File: src/rtl/pdm_pkg.sv
package pdm_pkg;
    localparam int ADDR_W          = 8;
    localparam int DATA_W          = 8;
    localparam int PAGE_W          = 3;
    localparam int PHYS_W          = 10;
    localparam int REG_IDX_W       = 6;
    localparam int LAST_PAGE       = 2;
    localparam int LAST_PAGE_BYTES = 64;
    localparam int CTRL_BASE       = 'hC0;
    localparam int PSEL_ADDR       = 'hE1;

    typedef enum logic {
        PG_FORCED0,
        PG_LATCHED
    } pg_state_e;

    typedef enum logic [2:0] {
        TGT_NONE,
        TGT_RAM,
        TGT_REG,
        TGT_PSEL,
        TGT_HOLE
    } tgt_e;
endpackage

File: src/rtl/pdm_pagectl.sv
module pdm_pagectl
    import pdm_pkg::*;
#(
    parameter int PW = PAGE_W
) (
    input  logic          clk,
    input  logic          rst_n,
    input  logic          set_i,
    input  logic          clr_i,
    input  logic          psel_we_i,
    input  logic [PW-1:0] psel_wdata_i,
    output logic [PW-1:0] psel_q_o,
    output logic [PW-1:0] eff_page_o
);
    pg_state_e     state_q, state_d;
    logic [PW-1:0] psel_q;
    logic [PW-1:0] act_q;
    logic          load;

    assign load = set_i && !clr_i;

    always_comb begin
        state_d = state_q;
        unique case (state_q)
            PG_FORCED0: if (load)  state_d = PG_LATCHED;
            PG_LATCHED: if (clr_i) state_d = PG_FORCED0;
        endcase
    end

    always_ff @(posedge clk or negedge rst_n) begin
        if (!rst_n) state_q <= PG_FORCED0;
        else        state_q <= state_d;
    end

    always_ff @(posedge clk or negedge rst_n) begin
        if (!rst_n) begin
            psel_q <= '0;
            act_q  <= '0;
        end else begin
            if (psel_we_i) psel_q <= psel_wdata_i;
            if (load)      act_q  <= psel_q;
        end
    end

    always_comb begin
        unique case (state_q)
            PG_FORCED0: eff_page_o = '0;
            PG_LATCHED: eff_page_o = act_q;
        endcase
    end

    assign psel_q_o = psel_q;
endmodule

File: src/rtl/pdm_route.sv
module pdm_route
    import pdm_pkg::*;
#(
    parameter int AW     = ADDR_W,
    parameter int PW     = PAGE_W,
    parameter int XW     = PHYS_W,
    parameter int IW     = REG_IDX_W,
    parameter int LASTPG = LAST_PAGE,
    parameter int LASTB  = LAST_PAGE_BYTES,
    parameter int CBASE  = CTRL_BASE,
    parameter int PSADDR = PSEL_ADDR
) (
    input  logic [AW-1:0] addr_i,
    input  logic          access_i,
    input  logic [PW-1:0] page_i,
    output tgt_e          tgt_o,
    output logic [XW-1:0] phys_o,
    output logic [IW-1:0] idx_o
);
    localparam int                 HIW       = XW - AW;
    localparam logic [PW-1:0]      LAST_CODE = PW'(LASTPG);
    localparam logic [AW-1:0]      LAST_LIM  = AW'(LASTB);
    localparam logic [AW-1:0]      CTRL_LO   = AW'(CBASE);
    localparam logic [AW-1:0]      PS_OFF    = AW'(PSADDR);

    assign phys_o = {page_i[HIW-1:0], addr_i};
    assign idx_o  = addr_i[IW-1:0];

    always_comb begin
        tgt_o = TGT_NONE;
        if (access_i) begin
            if (page_i > LAST_CODE)
                tgt_o = TGT_HOLE;
            else if (page_i == LAST_CODE && addr_i >= LAST_LIM)
                tgt_o = TGT_HOLE;
            else if (page_i == '0 && addr_i >= CTRL_LO)
                tgt_o = (addr_i == PS_OFF) ? TGT_PSEL : TGT_REG;
            else
                tgt_o = TGT_RAM;
        end
    end
endmodule

File: src/rtl/pdm_rdpath.sv
module pdm_rdpath
    import pdm_pkg::*;
#(
    parameter int DW = DATA_W,
    parameter int PW = PAGE_W
) (
    input  logic          clk,
    input  logic          rst_n,
    input  logic          rd_fire_i,
    input  tgt_e          tgt_i,
    input  logic [DW-1:0] ram_rdata_i,
    input  logic [DW-1:0] reg_rdata_i,
    input  logic [PW-1:0] psel_i,
    output logic [DW-1:0] rdata_o
);
    logic [DW-1:0] sel_d;

    always_comb begin
        unique case (tgt_i)
            TGT_RAM:  sel_d = ram_rdata_i;
            TGT_REG:  sel_d = reg_rdata_i;
            TGT_PSEL: sel_d = {{(DW-PW){1'b0}}, psel_i};
            default:  sel_d = '1;
        endcase
    end

    always_ff @(posedge clk or negedge rst_n) begin
        if (!rst_n)         rdata_o <= '0;
        else if (rd_fire_i) rdata_o <= sel_d;
    end
endmodule

File: src/rtl/paged_dmem_decoder.sv
module paged_dmem_decoder
    import pdm_pkg::*;
#(
    parameter int AW = ADDR_W,
    parameter int DW = DATA_W,
    parameter int PW = PAGE_W,
    parameter int XW = PHYS_W,
    parameter int IW = REG_IDX_W
) (
    input  logic          clk,
    input  logic          rst_n,
    input  logic [AW-1:0] cpu_addr,
    input  logic          cpu_rd,
    input  logic          cpu_wr,
    input  logic [DW-1:0] cpu_wdata,
    output logic [DW-1:0] cpu_rdata,
    output logic          unimpl,
    input  logic          gflag_set,
    input  logic          gflag_clr,
    output logic [XW-1:0] ram_addr,
    output logic          ram_we,
    output logic          ram_re,
    output logic [DW-1:0] ram_wdata,
    input  logic [DW-1:0] ram_rdata,
    output logic [IW-1:0] reg_addr,
    output logic          reg_we,
    output logic          reg_re,
    output logic [DW-1:0] reg_wdata,
    input  logic [DW-1:0] reg_rdata
);
    logic [PW-1:0] eff_page;
    logic [PW-1:0] psel_q;
    tgt_e          tgt;
    logic          rd_fire;

    assign rd_fire = cpu_rd && !cpu_wr;

    pdm_pagectl #(.PW(PW)) u_pagectl (
        .clk          (clk),
        .rst_n        (rst_n),
        .set_i        (gflag_set),
        .clr_i        (gflag_clr),
        .psel_we_i    (cpu_wr && tgt == TGT_PSEL),
        .psel_wdata_i (cpu_wdata[PW-1:0]),
        .psel_q_o     (psel_q),
        .eff_page_o   (eff_page)
    );

    pdm_route #(.AW(AW), .PW(PW), .XW(XW), .IW(IW)) u_route (
        .addr_i   (cpu_addr),
        .access_i (cpu_rd || cpu_wr),
        .page_i   (eff_page),
        .tgt_o    (tgt),
        .phys_o   (ram_addr),
        .idx_o    (reg_addr)
    );

    pdm_rdpath #(.DW(DW), .PW(PW)) u_rdpath (
        .clk         (clk),
        .rst_n       (rst_n),
        .rd_fire_i   (rd_fire),
        .tgt_i       (tgt),
        .ram_rdata_i (ram_rdata),
        .reg_rdata_i (reg_rdata),
        .psel_i      (psel_q),
        .rdata_o     (cpu_rdata)
    );

    assign ram_we    = cpu_wr  && tgt == TGT_RAM;
    assign ram_re    = rd_fire && tgt == TGT_RAM;
    assign reg_we    = cpu_wr  && tgt == TGT_REG;
    assign reg_re    = rd_fire && tgt == TGT_REG;
    assign unimpl    = tgt == TGT_HOLE;
    assign ram_wdata = cpu_wdata;
    assign reg_wdata = cpu_wdata;
endmodule

File: config.mk
export PLATFORM = sky130hd
export DESIGN_NAME = paged_dmem_decoder
export DESIGN_NICKNAME = d
export VERILOG_FILES = /design/src/rtl/pdm_pkg.sv /design/src/rtl/pdm_pagectl.sv /design/src/rtl/pdm_route.sv /design/src/rtl/pdm_rdpath.sv /design/src/rtl/paged_dmem_decoder.sv
export SDC_FILE = /design/constraint.sdc
export NUM_CORES = 1
export LEC_CHECK = 0
export ABC_AREA = 1
export BUFFER_PORTS_ARGS = -buffer_cell sky130_fd_sc_hd__buf_4
export CAP_MARGIN = 20
export CORE_ASPECT_RATIO = 2
export CORE_MARGIN = 5
export CORE_UTILIZATION = 40
export DETAILED_ROUTE_END_ITERATION = 16
export HOLD_SLACK_MARGIN = 0.02
export PLACE_DENSITY_LB_ADDON = 0.05
export SYNTH_ARGS = -nofsm -noshare
export SYNTH_HDL_FRONTEND = slang
export SYNTH_SLANG_ARGS = --single-unit
File: constraint.sdc
create_clock -name clk -period 1.75 [get_ports clk]
set_clock_uncertainty 0.05 [all_clocks]
set_input_delay 0.175 -clock clk [delete_from_list [all_inputs] [get_ports clk]]
set_output_delay 0.175 -clock clk [all_outputs]
set_load 0.02 [all_outputs]
After elaboration in Yosys (flattened, before gate mapping):

Cells that the tools add are included.

* $lt $le $gt $ge: 3
* eq/ne operators: 6
* mux-type cells: 10
* bitwise operators: 1
* reductions and logical operators: 13

Operator list (number)
* $pmux 8 s3: 1
* $mux 3: 4
* $eq 3x2->1 const B: 3
* $logic_and 1x1->1: 9
* $eq 8x8->1 const B: 1
* $ge 8x7->1 const B: 1
* $ge 8x8->1 const B: 1
* $pmux 3 s2: 1
* $eq 3x1->1 const B: 1
* $eq 3x3->1 const B: 1
* $gt 3x2->1 const B: 1
* $logic_not 3->1: 1
* $mux 1: 3
* $logic_not 1->1: 2
* $pmux 1 s2: 1
* $logic_or 1x1->1: 1
* $not 1->1: 1

* register bits: 15
* input bits: 38
* logic and storage cells: 37

Longest topological paths before layout:

* depth after elaboration: 10
* depth in mapped cells: 11
* depth with buffers taken out: 11

Cells and area by module:

A second synthesis with hierarchy kept.

* cells, all modules: 181
* area total of the unflattened synthesis: 1219.9 sq um

By module, submodules not included
* pdm_rdpath: instances 1, cells an instance 78, area an instance 543.0 sq um, sequential area each 200.2 sq um
* pdm_pagectl: instances 1, cells an instance 35, area an instance 290.3 sq um, sequential area each 175.2 sq um
* pdm_route: instances 1, cells an instance 36, area an instance 200.2 sq um, sequential area each 0.0 sq um
* paged_dmem_decoder: instances 1, cells an instance 32, area an instance 186.4 sq um, sequential area each 0.0 sq um

Worst setup path after synthesis:

OpenSTA, ideal clock, no wires.

* kind: register to register
* start: register u_pagectl.state_q
* end: register u_rdpath.rdata_o[3]
* setup time: 0.072 ns
* arrival time: 1.352 ns
* data required time: 1.628 ns
* slack: 0.276 ns
* stages on the path, launching flop included: 8
* buffers on the path: 0
* clock period less this slack: 1.474 ns
* cell sequence: dfrtp_1 nand2_2 inv_2 nor2_4 nand4_1 nor2_2 nand2_1 nand4_1

* longest elaborated chain between the ends: 10
* elaborated cells between the ends (all ways): 15
* those cells by class: 1 x order compare; 4 x eq/ne; 6 x mux; 1 x bitwise; 3 x reduce/logical

RTL lines
* start, declared: RTL line pdm_pagectl.sv:15 `pg_state_e state_q, state_d;`
* start signal, assigned: RTL line pdm_pagectl.sv:32 `else state_q <= state_d;`
* $not 1->1
* $pmux 3 s2 (*): RTL line pdm_pagectl.sv:46 `unique case (state_q)`
* via ram_addr[8]: RTL line paged_dmem_decoder.sv:20 `output logic [XW-1:0] ram_addr,`
* $logic_not 3->1: RTL line pdm_route.sv:36 `else if (page_i == '0 && addr_i >= CTRL_LO)`
* $logic_and 1x1->1: RTL line pdm_route.sv:36
* $mux 3: RTL line pdm_route.sv:36
* $mux 3: RTL line pdm_route.sv:34 `else if (page_i == LAST_CODE && addr_i >= LAST_LIM)`
* $mux 3 (*): RTL line pdm_route.sv:32 `if (page_i > LAST_CODE)`
* $mux 3 (*): RTL line pdm_route.sv:31 `if (access_i) begin`
* $eq 3x2->1 / $eq 3x1->1 (equally long branches): RTL line pdm_rdpath.sv:19 `unique case (tgt_i)`
* $pmux 8 s3 (*): RTL line pdm_rdpath.sv:19
* end signal, assigned: RTL line pdm_rdpath.sv:29 `else if (rd_fire_i) rdata_o <= sel_d;`
* end, declared: RTL line pdm_rdpath.sv:14 `output logic [DW-1:0] rdata_o`

The timed path passes the listed nets; every way through them passes the cells marked *.
A chain may end at the register's enable or synchronous reset.

Worst setup path in the final report:

* start: register u_pagectl.state_q
* end: output port reg_re

* longest elaborated chain between the ends: 10
* elaborated cells between the ends (all ways): 13
* those cells by class: 1 x order compare; 2 x eq/ne; 5 x mux; 1 x bitwise; 4 x reduce/logical

RTL lines
* $not 1->1
* $pmux 3 s2 (*): RTL line pdm_pagectl.sv:46
* $logic_not 3->1: RTL line pdm_route.sv:36
* $logic_and 1x1->1: RTL line pdm_route.sv:36
* $mux 3: RTL line pdm_route.sv:36
* $mux 3: RTL line pdm_route.sv:34
* $mux 3 (*): RTL line pdm_route.sv:32
* $mux 3 (*): RTL line pdm_route.sv:31
* $eq 3x2->1 (*): RTL line paged_dmem_decoder.sv:72 `assign reg_re = rd_fire && tgt == TGT_REG;`
* $logic_and 1x1->1 (*): RTL line paged_dmem_decoder.sv:72
* end, declared: RTL line paged_dmem_decoder.sv:27 `output logic reg_re,`

Every way passes the cells marked *; elsewhere a longest branch is shown, timed or not.

==> flow_summary.json <==
{
  "outcome": "completed",
  "use_met3_pct": 3.397,
  "met1_usage_pct": 14.80,
  "ys_seq_elements": 15,
  "yosysWarnings": 0,
  "synth_nets": 191,
  "initial_utilization_pct": 40.92,
  "detail-route-antenna-nets": 0,
  "crit_top_cell": "nor2_4",
  "grt-busiest-layer": "met2",
  "chipHeight_um": 84.83,
  "drt-initial-drc-count": 21,
  "setup_viol": 0,
  "p_int_mw": 0.7585,
  "hp-class": "in2reg",
  "num_antenna_cells": 0,
  "arrival_ns": 1.46,
  "grt_pass1_wl_um": 4312,
  "cts.sinks": 15,
  "report.final.slew_viol_count": 0,
  "grt_overflow_total": 0,
  "hold_violations": 0,
  "crit_required_ns": 1.52,
  "fin_tns_setup_ns": 0,
  "syn2layout_area_growth_pct": 38.77,
  "vias_per_cell": 4.689,
  "drive_gt1_share_pct": 48.24,
  "root_buffer": "clkbuf_8",
  "period_minus_slack_ns": 1.686,
  "power_mw": 1.155,
  "path_class": "reg2out",
  "io-pin-count": 83,
  "share_comb_of_total_power_pct": 38.6,
  "yosysUniqueCellTypes": 21,
  "clkTransAtPathRegs_ns": 0.06,
  "htree_levels": 1,
  "cp-start-kind": "flop",
  "drcViolationCount": 0,
  "worstPathMaxFanout": 5,
  "tightest_slew_ns": 0.2557,
  "path_cells": "nand2_2, inv_2, nor2_4, nand4_1, buf_4, nor2_4, buf_6",
  "dieArea_mm2": 0.004022,
  "layout_common_cells": "buf_4, nand2_1, nor2_1, dfrtp_1, inv_1",
  "die-width_um": 47.42,
  "num_rows": 27,
  "syn_area_mm2": 0.001120,
  "first_global_vias": 1083,
  "rsz0062_at_grt": "false",
  "avgRoutedWirePerCell_um": 12.03,
  "cts_tree": "built",
  "power.leakage_nw": 0.8393,
  "powerDensity_mw_per_mm2": 742.9,
  "clkLatencyLatePin_ns": 0.25,
  "power_frac_clock_pct": 24.2,
  "crit_path_end_kind": "output pin",
  "cts_buffer_depth": 2,
  "antenna_found_initial": 0,
  "cts_made_buffers": 3,
  "finalCritPeriodShare_pct": 96.36,
  "irDropWorstVdd_uv": 520.8,
  "layout_commonest_cell": "buf_4",
  "grt.met2_usage_pct": 24.82,
  "seq_area_frac_synth_pct": 33.52,
  "via_count": 1069,
  "track_usage_pct": 14.27,
  "max_freq_mhz": 593.0,
  "routed_wl_um": 2742,
  "relSlewSlack_pct": 82.91,
  "io_buffers": 67,
  "p_seq_share_pct": 37.1,
  "grt_max_degree": 16,
  "switching_share_pct": 34.30,
  "p_switching_mw": 0.3960,
  "hpwl_um": 2345,
  "core_mm2": 0.002736,
  "first_pass_iters": 3,
  "synth_cells": 153,
  "slowest_stage": "dfrtp_1",
  "nets": 238,
  "gp_congestion": 0.7421,
  "cap_viol_max_count": 0,
  "synth.avg_cell_area_um2": 7.319,
  "slowest_delay_ns": 0.43
}
## sequential cells by signal, summed over array words and instances, names as in the netlist
| name | flops |
|---|---|
| u_pagectl.psel_q_o | 3 |
| u_rdpath.rdata_o | 8 |
| u_pagectl.state_q | 1 |
| u_pagectl.act_q | 3 |
## routing by layer
| layer | vias up | wire, µm |
|---|---|---|
| met5 | - | 0 |
| met4 | 0 | 52 |
| met3 | 5 | 326 |
| met2 | 52 | 1443 |
| met1 | 470 | 919 |
| li1 | 542 | - |
## path summary, 6_finish.rpt
path / to / startpoint / cells past startpoint / slack [ns]
max: reg_re / u_pagectl.state_q$_DFF_PN0_ / 7 / 0.06
max in group asynchronous: u_rdpath.rdata_o[5]$_DFFE_PN0P_ / rst_n / 2 / 1.20
min: u_rdpath.rdata_o[3]$_DFFE_PN0P_ / ram_rdata[3] / 3 / 0.08
max reg2reg: u_rdpath.rdata_o[5]$_DFFE_PN0P_ / u_pagectl.state_q$_DFF_PN0_ / 7 / 0.23
min reg2reg: u_rdpath.rdata_o[0]$_DFFE_PN0P_ / u_rdpath.rdata_o[0]$_DFFE_PN0P_ / 2 / 0.45
min in group asynchronous: u_rdpath.rdata_o[7]$_DFFE_PN0P_ / rst_n / 2 / 0.27
## timing repair
action	4_1_cts	5_1_grt
resized for setup	2	5
cloned	0	0
pin swaps	2	2
hold buffers	2	0
hold endpoints to repair	16	0
setup endpoints to repair	2	4
setup buffers	2	1
## through the flow
| stage | instances | setup WS [ns] | cell area (µm²) | util (%) | hold WS, ns |
|---|---|---|---|---|---|
| finish | 228 | 0.06363 | 1554 | 56.79 | 0.07807 |
| floorplan | 153 | 0.2764 | 1120 | - | -0.1706 |
| detailed placement | 219 | 0.1766 | 1438 | 52.54 | -0.006534 |
| CTS | 227 | -0.01386 | 1528 | 55.83 | 0.07837 |
| global placement | 219 | 0.2130 | 1438 | 52.54 | -0.01202 |
| global route | 228 | 0.001099 | 1554 | 56.79 | 0.08258 |
## cells in the mapped netlist (all sizes together)
master / count / area [µm²]
a21oi: 6 / 30.03
buf: 30 / 225.2
clkbuf: 1 / 3.750
dfrtp: 15 / 375.4
inv: 17 / 63.81
mux2: 1 / 15.01
nand2: 39 / 153.9
nand3: 9 / 57.56
nand4: 7 / 50.05
nor2: 21 / 103.9
nor3: 1 / 5.000
o21ai: 4 / 23.77
or2: 2 / 12.51
## area by class of cell
type | instances | area [µm²]
clock buffer | 3 | 41.29
multi-input combinational | 90 | 475.5
sequential | 15 | 375.4
tap | 29 | 36.28
timing repair buffer | 73 | 556.8
clock inverter | 1 | 5.005
fill | 283 | 1182
inverter | 17 | 63.81
## power by group through the flow
stage	Combinational, mW	Clock (mW)	Sequential (mW)
final	0.446	0.280	0.429
after global routing	0.485	0.303	0.437
after CTS	0.444	0.288	0.430
after detailed placement	0.435	0	0.435
after global placement	0.431	0	0.435
after floorplan	0.239	0	0.481
## logic make-up after synthesis
family / synth area share [%]
AOI/OAI and AO/OA: 4.804
DFF: 33.52
and+or+nand+nor: 34.19
muxes: 1.340
buffers and inverters: 26.15
## critical path, delay by kind of cell, from the launching register on
| family | cells | cell delay, ns |
|---|---|---|
| buffers and inverters | 3 | 0.35 |
| AND/OR/NAND/NOR | 4 | 0.43 |
| flip-flops | 1 | 0.43 |
(Power assumes the default switching activity.)
